<file path="config.mk">
export PLATFORM = sky130hd
export DESIGN_NAME = stoch_divider
export DESIGN_NICKNAME = d
export VERILOG_FILES = /design/src/rtl/stoch_divider.sv
export SDC_FILE = /design/constraint.sdc
export NUM_CORES = 1
export LEC_CHECK = 0
export BUFFER_PORTS_ARGS = -buffer_cell sky130_fd_sc_hd__buf_2
export CAP_MARGIN = 20
export CORE_ASPECT_RATIO = 1.75
export CORE_MARGIN = 1
export CORE_UTILIZATION = 52
export DETAILED_ROUTE_END_ITERATION = 10
export HOLD_SLACK_MARGIN = 0.1
export PLACE_DENSITY_LB_ADDON = 0.25
export SYNTH_ARGS = -nofsm -noshare
export SYNTH_HDL_FRONTEND = slang
export SYNTH_SLANG_ARGS = --single-unit
export TNS_END_PERCENT = 100
</file>
<file path="constraint.sdc">
create_clock -name clk -period 3.5 [get_ports clk]
set_input_delay 0.175 -clock clk [delete_from_list [all_inputs] [get_ports clk]]
set_output_delay 0.175 -clock clk [all_outputs]
set_load 0.05 [all_outputs]
</file>
<file path="src/rtl/stoch_divider.sv">
module stoch_divider #(
  parameter int          CW   = 8,
  parameter logic [15:0] SEED = 16'hACE1
) (
  input  logic          clk,
  input  logic          rst_n,
  input  logic          mode_sel,
  input  logic          x_num,
  input  logic          x_den,
  output logic          q_out,
  output logic [CW-1:0] count_o
);
  localparam logic [CW-1:0] CMAX = {CW{1'b1}};
  localparam logic [15:0]   TAPS = 16'hB400;

  logic          ff_q, mode_q;
  logic [CW-1:0] cnt;
  logic [15:0]   lfsr;

  wire cmp_on   = cnt > lfsr[CW-1:0];
  wire mode_chg = mode_sel != mode_q;
  wire inc_req  = x_num;
  wire dec_req  = x_den & q_out;

  assign q_out   = mode_sel ? cmp_on : ff_q;
  assign count_o = cnt;

  always_ff @(posedge clk or negedge rst_n) begin
    if (!rst_n) begin
      ff_q   <= 1'b0;
      mode_q <= 1'b0;
      cnt    <= '0;
      lfsr   <= SEED;
    end else begin
      lfsr   <= {1'b0, lfsr[15:1]} ^ (lfsr[0] ? TAPS : 16'h0);
      mode_q <= mode_sel;
      if (mode_chg) begin
        ff_q <= 1'b0;
        cnt  <= '0;
      end else if (!mode_sel) begin
        case ({x_num, x_den})
          2'b10:   ff_q <= 1'b1;
          2'b01:   ff_q <= 1'b0;
          2'b11:   ff_q <= ~ff_q;
          default: ff_q <= ff_q;
        endcase
      end else begin
        if (inc_req && !dec_req && cnt != CMAX)
          cnt <= cnt + 1'b1;
        else if (dec_req && !inc_req && cnt != '0)
          cnt <= cnt - 1'b1;
      end
    end
  end
endmodule

</file>
Word level (Yosys, flattened, before mapping)
Cells that the tools add are included.
Widths: inputs -> output; s select.
{"block": "classes", "addsub": 2, "n_lt_le_gt_ge": 1, "eq_ne": 6, "muxes": 9, "n_bitwise": 3, "n_reduce_logical": 12}
{"operator": "$mux 8", "n": 4}
{"operator": "$mux 16", "n": 1}
{"operator": "$xor 15x16->16", "n": 1}
{"operator": "$add 8x1->8 const B", "n": 1}
{"operator": "$gt 8x8->1", "n": 1}
{"operator": "$ne 8x8->1 const B", "n": 1}
{"operator": "$reduce_bool 8->1", "n": 1}
{"operator": "$sub 8x1->8 const B", "n": 1}
{"operator": "$eq 2x2->1 const B", "n": 2}
{"operator": "$logic_and 1x1->1", "n": 4}
{"operator": "$reduce_and 2->1", "n": 2}
{"operator": "$reduce_bool 4->1", "n": 1}
{"operator": "$mux 1", "n": 3}
{"operator": "$pmux 1 s3", "n": 1}
{"operator": "$reduce_bool 3->1", "n": 1}
{"operator": "$eq 2x1->1 const B", "n": 1}
{"operator": "$logic_not 1->1", "n": 2}
{"operator": "$ne 2x1->1 const B", "n": 1}
{"operator": "$reduce_bool 2->1", "n": 1}
{"operator": "$and 1x1->1", "n": 1}
{"operator": "$ne 1x1->1", "n": 1}
{"operator": "$not 1->1", "n": 1}
{"block": "word_totals", "register_bits": 26, "input_bits": 5, "out_inout_bits": 9, "elab_cells": 37}

Logic depth before layout (Yosys ltp)
Gate-level depths: netlist of the first run.
{"block": "depth", "word_depth": 9, "depth_mapped": 16, "ltp_nobuf": 16}

Worst setup path before layout of the first run
OpenSTA, ideal clock, no wires.
{"block": "synth_timing", "kind": "reg-to-reg", "startpoint": "register cnt[0] (netlist: count_o[0])", "endpoint": "register cnt[7] (netlist: count_o[7])", "arrival_time_ns": 3.452, "path_slack_ns": -0.068, "path_stages_with_launch": 15, "path_buffers": 0, "period_less_slack_ns": 3.568, "path_cell_list": "dfrtp_1 inv_1 ha_1 nand4_1 o211a_1 a32o_1 a21oi_2 nand2_1 ha_1 a21oi_1 nand4b_1 and3_1 nor4_1 mux2i_1 o311ai_0"}
{"block": "synth_between", "elab_chain_len": 9, "word_cells_on_any_way": 18, "classes_between": "2 x add/sub; 1 x order compare; 1 x eq/ne; 5 x mux; 1 x bitwise; 8 x reduce/logical"}
{"item": "from (decl)", "line": "17", "rtl": "logic [CW-1:0] cnt;"}
{"item": "from (signal assigned)", "line": "49", "rtl": "cnt <= cnt + 1'b1;"}
{"item": "from (signal assigned)", "line": "51", "rtl": "cnt <= cnt - 1'b1;"}
{"item": "$gt 8x8->1", "line": "20", "rtl": "wire cmp_on = cnt > lfsr[CW-1:0];"}
{"item": "$mux 1", "line": "25", "rtl": "assign q_out = mode_sel ? cmp_on : ff_q;"}
{"item": "$and 1x1->1", "line": "23", "rtl": "wire dec_req = x_den & q_out;"}
{"item": "$logic_not 1->1", "line": "48", "rtl": "if (inc_req && !dec_req && cnt != CMAX)"}
{"item": "$logic_and 1x1->1 (2 in a row)", "line": "48"}
{"item": "$mux 8", "line": "48"}
{"item": "$mux 8", "line": "40", "rtl": "end else if (!mode_sel) begin"}
{"item": "$mux 8", "line": "37", "rtl": "if (mode_chg) begin"}
Several ways; a longest one is shown, not always the timed one. The select of a mux whose other input is x is not followed.
A chain may end at the register's enable or synchronous reset.

Final worst setup path of the first run
{"block": "layout_timing", "startpoint": "register lfsr[6]", "endpoint": "register cnt[7] (netlist: count_o[7])"}
{"block": "layout_between", "elab_chain_len": 9, "word_cells_on_any_way": 13, "classes_between": "1 x order compare; 4 x mux; 1 x bitwise; 7 x reduce/logical"}
{"item": "from (decl)", "line": "18", "rtl": "logic [15:0] lfsr;"}
{"item": "from (signal assigned)", "line": "35", "rtl": "lfsr <= {1'b0, lfsr[15:1]} ^ (lfsr[0] ? TAPS : 16'h0);"}
{"item": "$gt 8x8->1 (*)", "line": "20"}
{"item": "$mux 1 (*)", "line": "25"}
{"item": "$and 1x1->1 (*)", "line": "23"}
{"item": "$logic_not 1->1", "line": "48"}
{"item": "$logic_and 1x1->1 (2 in a row)", "line": "48"}
{"item": "$mux 8", "line": "48"}
{"item": "$mux 8", "line": "40"}
{"item": "$mux 8", "line": "37"}
Every way passes the cells marked *; elsewhere a longest branch is shown, timed or not. The select of a mux whose other input is x is not followed.

==> summary.md, run 1 <==
| Metric | Value |
|---|---|
| Run status | finished, final reports clean |
| Worst Skew | 4.34 ps |
| Layout area overhead | 25.1% |
| Share of cells above drive strength 1 | 0.298 |
| Lkg Pwr | 0.857 nW |
| Period minus WS final | 3310 ps |
| CTS Root Cell | clkbuf_8 |
| GRT Total Usage | 0.217 |
| GRT met3 Usage | 0.0174 |
| TritonCTS buffer count | 3 |
| DR WL/cell | 15.7 µm |
| Yosys cell types | 39 |
| Max Root-Sink Buffers | 2 |
| Reg clk slew, reported paths | 80 ps |
| Switching power | 0.000618 W |
| Clock sinks | 26 |
| Vias | 1136 |
| Chip height | 72.1 µm |
| Drt first pass iters | 4 |
| Syn. warnings | 0 |
| Worst-skew pair later-pin latency | 270 ps |
| Ports | 14 |
| Pwr Density | 796 nW/µm² |
| Switching Fraction | 0.425 |
| Post-layout util | 0.680 |
| Slew Limit Fails | 0 |
| Routed wire length | 3060 µm |
| Period utilisation layout | 0.945 |
| Max incr delay on CP | 540 ps |
| Clock network fraction of total power | 0.164 |
| Core box area | 2690 µm² |
| Sequential group share of total power | 0.253 |
| Min-Delay Path Class | in2reg |
| Endpoints failing hold | 0 |
| Top cells by area, synth | dfrtp_1, dfstp_2, ha_1 |
| Total grt overflow | 0 |
| Initial Utilization | 0.543 |
| Crit end category | flop |
| Achievable Freq | 302 MHz |
| Die area | 3030 µm² |
| H-tree depth | 1 |
| Async SR Flop Fraction | 1.00 |
| Proportion of power drawn by combinational gates | 0.583 |
| Yosys reg bits | 26 |
| Syn Inst Count | 141 |
| First-pass GRT wire length | 5020 µm |
| Hold_ws | 171 ps |
| # setup viols final | 0 |
| Worst-margin pin slew | 544 ps |
| Crit path max fanout | 6 |
| Detailed placer's ending HPWL | 2240 µm |
| Largest vdd supply drop | 0.000476 V |
| Final instance area | 1830 µm² |
| DRC marker count from the first detailed-route iteration | 25 |
| Ant diodes | 0 |
| GPL Wtd Cong | 0.836 |
| IO buf count | 13 |
| Post-Syn Nets | 163 |
| Largest net degree at the start of global routing | 27 |
| Post-DP Area | 1610 µm² |
| Met2 Resource Use GR | 0.392 |
| Nets | 191 |
| Chain of cells forming the critical path | inv_1, ha_1, nand4_1, o211a_1, a32o_1, a21oi_2, nand2_4, ha_4, a21oi_1, nand4b_1, and3_4, nor4_2, mux2i_2, nand3_1, o311ai_2 |
| Synthesized cell area | 1460 µm² |
| Antenna Nets Post-Route | 0 |
| Syn avg cell area | 10.4 µm² |
| Vias in the first global route | 1115 |
| Share of the synthesized area in the top cell type | 0.308 |
| CP Data Arrival Time | 3450 ps |
| Number of placement rows | 25 |
| Initial antenna violation count | 0 |
| Register area share after synthesis | 0.452 |
| Internal | 0.000836 W |
| Crit start category | flop |
| # fillers | 209 |
| Worst endpoint required time | 3640 ps |
| Drc violations | 0 |
| Die Width | 42.1 µm |
| CP Class | reg2reg |
| Slowest CP cell | dfstp_2 |
| CTS tree | built |
| Max-slew headroom | 0.627 |
| Max cap viols | 0 |
| Number of synthesized flops with an enable pin | 0 |
| Routed vias/inst | 5.83 |
| Yosys top cell by area | dfrtp_1 |
| Main synth FF type | dfrtp_1 |
| Met1 usage | 0.252 |
| Grt peak-use layer | met2 |
[final timing paths]
path	from	to	slack [ps]	cells after the start
setup / recovery	lfsr[6]$_DFF_PN1_	count_o[7]$_DFFE_PN0P_	190	15
hold / removal	x_num	ff_q$_DFFE_PN0P_	170	3
setup reg to reg	lfsr[6]$_DFF_PN1_	count_o[7]$_DFFE_PN0P_	190	15
hold reg to reg	lfsr[12]$_DFF_PN0_	lfsr[11]$_DFF_PN1_	360	0
max in group asynchronous	rst_n	count_o[0]$_DFFE_PN0P_	2690	2
min in group asynchronous	rst_n	lfsr[4]$_DFF_PN0_	410	2
[critical path: cells and delay by family (launching register included)]
| kind | cells | cell delay (ps) |
|---|---|---|
| muxes | 1 | 130 |
| adders and majority gates | 2 | 570 |
| DFF | 1 | 540 |
| AOI/OAI and AO/OA | 5 | 820 |
| and+or+nand+nor | 6 | 1080 |
| buffers and inverters | 1 | 40 |
[registers in the layout, indices dropped and copies added (netlist names)]
register  cells
count_o       8
mode_q        1
ff_q          1
lfsr         16
[cells by family after synthesis]
logic type | synth area share
and+or+nand+nor | 0.134
adders and majority gates | 0.151
AOI/OAI and AO/OA | 0.152
buffers and inverters | 0.0497
muxes | 0.0137
xor gates and xnor gates | 0.0479
DFF | 0.452
[repair_timing]
action / CTS / global route
setup endpoints to repair: 0 / 2
buffers inserted: 0 / 3
endpoints found under the hold margin: 19 / 0
hold buffers: 2 / 0
gates resized for setup: 0 / 12
[placed cells by master (no fill, tap or decap), types with 2 or more instances in the layout]
master / count
dfrtp_1: 17
inv_1: 16
buf_2: 13
ha_1: 11
buf_4: 10
nand2_1: 9
a21oi_1: 8
dfstp_2: 8
xor2_1: 7
o21ai_0: 6
nand3_1: 6
ha_4: 5
nand4_1: 4
nor2_1: 4
nor2b_1: 3
o311ai_0: 3
clkbuf_8: 3
nor3_1: 2
a21o_1: 2
nor4_1: 2
o311ai_2: 2
dlygate4sd3_1: 2
[power groups by stage]
stage / sequential, W / combinational, W / clock [W]
2_1_floorplan: 0.000497 / 0.000418 / 0
3_3_place_gp: 0.000368 / 0.000729 / 0
3_5_place_dp: 0.000368 / 0.000748 / 0
4_1_cts: 0.000363 / 0.000751 / 0.000242
5_1_grt: 0.000373 / 0.000935 / 0.000255
6_report: 0.000367 / 0.000848 / 0.000239
[area by class of cell]
| class | count | area, µm² | share of cell area |
|---|---|---|---|
| clock inverters | 1 | 30.0 | 0.0164 |
| repair buffers | 26 | 180 | 0.0986 |
| well taps | 27 | 33.8 | 0.0185 |
| inverters | 16 | 60.1 | 0.0329 |
| clock buffers | 3 | 41.3 | 0.0226 |
| multi-input cells | 96 | 821 | 0.449 |
| flip-flops and latches | 26 | 662 | 0.362 |
[Yosys cell counts, types with 2 or more instances]
library cell	count
nor2_1	4
nor2b_1	3
dfstp_2	8
ha_1	16
inv_1	16
dfrtp_1	18
a21oi_1	8
nand2_1	10
o21ai_0	6
mux2i_1	2
nor4_1	3
o311ai_0	4
a21o_1	2
xor2_1	7
nand3_1	6
nor3_1	2
nand4_1	4
[per-stage QoR]
| step | power (W) | cells | TNS, ps | setup slack, ps |
|---|---|---|---|---|
| finish | 0.00145 | 195 | 0 | 191 |
| global placement | 0.00110 | 186 | 0 | 188 |
| CTS | 0.00136 | 192 | 0 | 27.9 |
| detailed placement | 0.00112 | 186 | 0 | 68.7 |
| floorplan | 0.000915 | 141 | 0 | 92.0 |
| global route | 0.00156 | 195 | -26.5 | -15.6 |
[layer usage]
| metal | vias up | wire length (µm) |
|---|---|---|
| li1 | 565 | - |
| met2 | 17 | 1660 |
| met3 | 4 | 53 |
| met5 | - | 0 |
| met1 | 550 | 1280 |
| met4 | 0 | 61 |
(Power assumes the default switching activity.)
==> run 2: changes to the inputs <==
--- a/config.mk
+++ b/config.mk
@@ -10,6 +10,7 @@
 export CORE_ASPECT_RATIO = 1.75
 export CORE_MARGIN = 1
 export CORE_UTILIZATION = 52
+export CTS_BUF_LIST = sky130_fd_sc_hd__clkbuf_16
 export DETAILED_ROUTE_END_ITERATION = 10
 export HOLD_SLACK_MARGIN = 0.1
 export PLACE_DENSITY_LB_ADDON = 0.25
==> run 2 against run 1 <==
Clock power increased by 36%; highest routed layer unchanged; combinational power decreased by 2.7%; largest power group unchanged; via count decreased by 0.62%; sequential power about the same.
==> summary.md, run 2 (synthesized netlist as in run 1, its figures left out) <==
| Metric | Value |
|---|---|
| Max-slew headroom | 0.618 (-0.00926) |
| Leading cell types in the layout, fill and taps excluded | dfrtp_1, inv_1, ha_1, buf_2, buf_4 |
| CP Data Arrival Time | 3530 ps (+80 ps) |
| Worst Skew | 1.49 ps (-2.85 ps) |
| Detailed placer's ending HPWL | 2240 µm (unchanged) |
| Initial antenna violation count | 0 (unchanged) |
| Crit path max fanout | 7 (+1) |
| CTS tree | built |
| Hold path start | x_num |
| Initial Utilization | 0.543 (unchanged) |
| Internal | 0.000893 W (+6.8%) |
| Number of flip-flops in the largest register | 16 (unchanged) |
| Worst r2r src | lfsr[5]$_DFF_PN1_ |
| WHS Path Cells | 3 (unchanged) |
| Achievable Freq | 297 MHz (-1.6%) |
| Terminus of the critical flop-to-flop path | count_o[7]$_DFFE_PN0P_ |
| GRT Total Usage | 0.226 (+0.00953) |
| Commonest non-fill, non-tap cell in the layout | dfrtp_1 |
| Vias | 1129 (-0.62%) |
| Period minus WS final | 3360 ps (+55.2 ps) |
| # fillers | 214 (+2.4%) |
| TritonCTS buffer count | 3 (unchanged) |
| Largest reg by FF count | lfsr |
| Max Root-Sink Buffers | 2 (unchanged) |
| Post-layout util | 0.675 (-0.00419) |
| CP Class | reg2reg |
| Endpoints failing hold | 0 (unchanged) |
| Reg clk slew, reported paths | 60 ps (-20 ps) |
| Max cap viols | 0 (unchanged) |
| Fin worst setup slack | 136 ps (-55.2 ps) |
| Multi-input gate area | 796 µm² (-3.0%) |
| First-pass GRT wire length | 5150 µm (+2.6%) |
| CTS Root Cell | clkbuf_16 |
| Switching Fraction | 0.410 (-0.0149) |
| Slew Limit Fails | 0 (unchanged) |
| Number of placement rows | 25 (unchanged) |
| Routed wire length | 3090 µm (+0.88%) |
| Nets | 190 (-0.52%) |
| H-tree depth | 1 (unchanged) |
| Share of cells above drive strength 1 | 0.281 (-0.0162) |
| Setup TNS | 0 ps (unchanged) |
| Setup WS pre-CTS | 68.7 ps (unchanged) |
| Pwr Density | 833 nW/µm² (+4.8%) |
| Layout area overhead | 24.3% |
| DR WL/cell | 15.9 µm (+1.4%) |
| Worst-skew pair later-pin latency | 260 ps (about the same) |
| IO buf count | 13 (unchanged) |
| Clock sinks | 26 (unchanged) |
| Clock network fraction of total power | 0.214 (+0.050) |
| Lkg Pwr | 0.862 nW (+0.61%) |
| Worst endpoint required time | 3660 ps (+20 ps) |
| Crit end category | flop |
| Vias in the first global route | 1122 (+0.63%) |
| Period utilisation layout | 0.961 (+0.0158) |
| Min-Delay Path Class | in2reg |
| Run status | finished, final reports clean |
| Power Total | 0.00151 W (+4.1%) |
| Largest vdd supply drop | 0.000432 V (-9.3%) |
| Antenna Nets Post-Route | 0 (unchanged) |
| Crit start category | flop |
| GPL Wtd Cong | 0.836 (unchanged) |
| Chip height | 72.1 µm (unchanged) |
| Post-DP Area | 1610 µm² (unchanged) |
| Worst R2R Setup Slack | 140 ps (-60 ps) |
| Ant diodes | 0 (unchanged) |
| Worst-margin pin slew | 557 ps (+13.5 ps) |
| Total grt overflow | 0 (unchanged) |
| Core box area | 2690 µm² (unchanged) |
| Hold Crit Endpoint | ff_q$_DFFE_PN0P_ |
| Largest net degree at the start of global routing | 27 (unchanged) |
| Switching power | 0.000621 W (+0.47%) |
| Proportion of power drawn by combinational gates | 0.545 (-0.038) |
| Die Width | 42.1 µm (unchanged) |
| DRC marker count from the first detailed-route iteration | 19 (-24%) |
| Sequential group share of total power | 0.242 (-0.011) |
| Ports | 14 (unchanged) |
| Drc violations | 0 (unchanged) |
| Routed vias/inst | 5.82 (-0.10%) |
| Worst-case reg-to-reg path depth | 15 (unchanged) |
| Drt first pass iters | 4 (unchanged) |
| Critical path launch point | lfsr[5]$_DFF_PN1_ |
| Final instance area | 1820 µm² (-0.62%) |
| # setup viols final | 0 (unchanged) |
| Die area | 3030 µm² (unchanged) |
| FF/Latch Area | 662 µm² (unchanged) |
[run 2: power groups by stage]
| stage | sequential [W] | combinational (W) | clock, W |
|---|---|---|---|
| floorplan | 0.000497 | 0.000418 | 0 |
| global placement | 0.000368 | 0.000729 | 0 |
| detailed placement | 0.000368 | 0.000748 | 0 |
| CTS | 0.000364 | 0.000751 | 0.000329 |
| global route | 0.000372 | 0.000909 | 0.000340 |
| finish | 0.000366 | 0.000825 | 0.000324 |
[run 2: metrics by stage]
step | hold WS, ps | cells
floorplan | -121 | 141
global placement | 181 | 186
detailed placement | 183 | 186
CTS | 176 | 192
global route | 193 | 194
finish | 178 | 194
[run 2: timing repair]
item / in CTS / in global routing
endpoints found under the setup margin: 0 / 2
gates resized for setup: 0 / 10
endpoints found under the hold margin: 19 / 0
hold buffers: 2 / 0
setup buffers: 0 / 2
[run 2: worst max path at each step]
stage,endpoint,depth (start not counted)
floorplan,count_o[7]$_DFFE_PN0P_,13
global placement,count_o[7]$_DFFE_PN0P_,14
detailed placement,count_o[7]$_DFFE_PN0P_,14
CTS,count_o[7]$_DFFE_PN0P_,14
global route,count_o[7]$_DFFE_PN0P_,15
finish,count_o[7]$_DFFE_PN0P_,15
[run 2: cell type report]
| cell class | count | area share |
|---|---|---|
| inverter | 16 | 0.0331 |
| clock buffer | 3 | 0.0413 |
| sequential | 26 | 0.364 |
| multi-input combinational | 96 | 0.438 |
| timing repair buffer | 25 | 0.0882 |
| tap | 27 | 0.0186 |
| clock inverter | 1 | 0.0165 |
[run 2: critical path, cell delays in order (launching register included)]
cell,delay (ps)
dfstp_2,520
inv_1,40
ha_1,290
nand4_1,130
o211a_1,260
a32o_1,220
a21oi_2,180
nand2_4,130
ha_1,290
a21oi_1,70
nand4b_1,200
and3_4,180
o31a_1,300
mux2i_2,210
nand3_1,130
o311ai_2,100
[run 2: metal layers]
layer / part of all wire / up-vias / GRT usage
met5: 0 / - / 0
met4: 0.022 / 0 / 0.111
met3: 0.025 / 5 / 0.0323
met2: 0.54 / 25 / 0.408
met1: 0.41 / 536 / 0.258
li1: - / 563 / -
==> run 3: changes to the inputs <==
--- a/config.mk
+++ b/config.mk
@@ -5,6 +5,7 @@
 export SDC_FILE = /design/constraint.sdc
 export NUM_CORES = 1
 export LEC_CHECK = 0
+export ABC_CLOCK_PERIOD_IN_PS = 3500
 export BUFFER_PORTS_ARGS = -buffer_cell sky130_fd_sc_hd__buf_2
 export CAP_MARGIN = 20
 export CORE_ASPECT_RATIO = 1.75
@@ -12,7 +13,7 @@
 export CORE_UTILIZATION = 52
 export CTS_BUF_LIST = sky130_fd_sc_hd__clkbuf_16
 export DETAILED_ROUTE_END_ITERATION = 10
-export HOLD_SLACK_MARGIN = 0.1
+export MAX_ROUTING_LAYER = met4
 export PLACE_DENSITY_LB_ADDON = 0.25
 export SYNTH_ARGS = -nofsm -noshare
 export SYNTH_HDL_FRONTEND = slang
==> run 3 against run 2 <==
Final cell count down 0.52%; utilization down 0.37 points; clock power about the same; maximum frequency about the same; count of clock-buffer cells in the layout unchanged; highest routed layer unchanged.
==> summary.md, run 3 (synthesized netlist as in run 1, its figures left out) <==
| Metric | Value |
|---|---|
| Run status | finished, final reports clean |
| IO buf count | 13 (unchanged) |
| Detailed placer's ending HPWL | 2240 µm (unchanged) |
| Drc violations | 0 (unchanged) |
| Ports | 14 (unchanged) |
| Commonest non-fill, non-tap cell in the layout | dfrtp_1 |
| Routed vias/inst | 5.82 (about the same) |
| H-tree depth | 1 (unchanged) |
| Fin worst setup slack | 136 ps (+0.770 ps) |
| CP Class | reg2reg |
| Worst R2R Setup Slack | 140 ps (about the same) |
| Hold path start | mode_sel |
| Largest vdd supply drop | 0.000429 V (-0.66%) |
| Worst-margin pin slew | 550 ps (-7.27 ps) |
| Chip height | 72.1 µm (unchanged) |
| Worst-skew pair later-pin latency | 260 ps (about the same) |
| First-pass GRT wire length | 5130 µm (-0.54%) |
| CTS tree | built |
| Number of flip-flops in the largest register | 16 (unchanged) |
| # setup viols final | 0 (unchanged) |
| Largest reg by FF count | lfsr |
| Crit path max fanout | 7 (unchanged) |
| Pwr Density | 837 nW/µm² (+0.46%) |
| WHS Path Cells | 1 (-2) |
| Slew Limit Fails | 0 (unchanged) |
| Die area | 3030 µm² (unchanged) |
| Worst endpoint required time | 3660 ps (about the same) |
| Routed wire length | 3070 µm (-0.39%) |
| Number of placement rows | 25 (unchanged) |
| Drt first pass iters | 4 (unchanged) |
| Hold Crit Endpoint | mode_q$_DFF_PN0_ |
| Core box area | 2690 µm² (unchanged) |
| Lkg Pwr | 0.858 nW (-0.48%) |
| CTS Root Cell | clkbuf_16 |
| Largest net degree at the start of global routing | 27 (unchanged) |
| Vias in the first global route | 1108 (-1.2%) |
| Final instance area | 1810 µm² (-0.55%) |
| Power Total | 0.00151 W (about the same) |
| Die Width | 42.1 µm (unchanged) |
| Crit end category | flop |
| Setup WS pre-CTS | 68.7 ps (unchanged) |
| Period utilisation layout | 0.961 (about the same) |
| Period minus WS final | 3360 ps (-0.770 ps) |
| DRC marker count from the first detailed-route iteration | 20 (+1) |
| Worst Skew | 2.42 ps (+0.931 ps) |
| Max cap viols | 0 (unchanged) |
| Leading cell types in the layout, fill and taps excluded | dfrtp_1, inv_1, ha_1, buf_2, buf_4 |
| CP Data Arrival Time | 3530 ps (about the same) |
| TritonCTS buffer count | 3 (unchanged) |
| Post-DP Area | 1610 µm² (unchanged) |
| Max-slew headroom | 0.623 (+0.00499) |
| Max Root-Sink Buffers | 2 (unchanged) |
| Reg clk slew, reported paths | 60 ps (about the same) |
| GPL Wtd Cong | 0.849 (+1.5%) |
| DR WL/cell | 15.9 µm (+0.13%) |
| Terminus of the critical flop-to-flop path | count_o[7]$_DFFE_PN0P_ |
| Worst r2r src | lfsr[5]$_DFF_PN1_ |
| Layout area overhead | 23.6% |
| Nets | 189 (-0.53%) |
| Antenna Nets Post-Route | 0 (unchanged) |
| Initial antenna violation count | 0 (unchanged) |
| Clock sinks | 26 (unchanged) |
| Vias | 1124 (-0.44%) |
| Min-Delay Path Class | in2reg |
| Total grt overflow | 0 (unchanged) |
| Achievable Freq | 297 MHz (about the same) |
| Worst-case reg-to-reg path depth | 15 (unchanged) |
| Endpoints failing hold | 0 (unchanged) |
| Initial Utilization | 0.543 (unchanged) |
| Share of cells above drive strength 1 | 0.283 (+0.00170) |
| Ant diodes | 0 (unchanged) |
| Crit start category | flop |
| GRT Total Usage | 0.232 (+0.00556) |
==> run 3: repair_timing <==
action	in CTS	in global routing
endpoints found under the hold margin	18	0
setup buffers	0	2
endpoints found under the setup margin	0	2
resized for setup	0	10
hold buffers	1	0
==> run 3: area by class of cell <==
type	count	area, µm²
fill	216	883
sequential	26	662
clock inverter	1	30.0
clock buffer	3	75.1
tap	27	33.8
inverter	16	60.1
timing repair buffer	24	150
multi-input combinational	96	796
==> run 3: critical path, cell delays in order (launching register included) <==
cell      delay [ps]
dfstp_2          530
inv_1             40
ha_1             290
nand4_1          130
o211a_1          260
a32o_1           220
a21oi_2          180
nand2_4          130
ha_1             290
a21oi_1           70
nand4b_1         200
and3_4           180
o31a_1           300
mux2i_2          210
nand3_1          120
o311ai_2         100
==> run 3: where the power goes <==
part           total (W)  internal, W  switching, W
clock network   0.000323     0.000227     0.0000957
registers       0.000366     0.000336     0.0000300
logic           0.000824     0.000330      0.000494
total            0.00151     0.000893      0.000620
==> run 3: routing by layer <==
layer	GRT usage	vias up	part of all wire
met1	0.258	539	0.41
met2	0.405	18	0.54
met3	0.0323	5	0.019
li1	-	562	-
met4	0.111	0	0.022
met5	-	-	0
==> run 3: worst max-delay path by stage <==
stage	depth (start not counted)	slack [ps]	from	end
4_1_cts	14	30	lfsr[7]$_DFF_PN1_	count_o[7]$_DFFE_PN0P_
6_report	15	140	lfsr[5]$_DFF_PN1_	count_o[7]$_DFFE_PN0P_
2_1_floorplan	13	90	count_o[7]$_DFFE_PN0P_	count_o[7]$_DFFE_PN0P_
5_1_grt	15	-50	lfsr[5]$_DFF_PN1_	count_o[7]$_DFFE_PN0P_
3_3_place_gp	14	190	lfsr[7]$_DFF_PN1_	count_o[7]$_DFFE_PN0P_
3_5_place_dp	14	70	lfsr[7]$_DFF_PN1_	count_o[7]$_DFFE_PN0P_
==> run 3: metrics by stage <==
stage | utilization | cells | hold slack (ps) | setup TNS [ps]
after floorplan | - | 141 | -121 | 0
after global placement | 0.598 | 186 | 181 | 0
after detailed placement | 0.598 | 186 | 183 | 0
after CTS | 0.641 | 191 | 91.9 | 0
after global routing | 0.672 | 193 | 103 | -46.7
final | 0.672 | 193 | 97.8 | 0
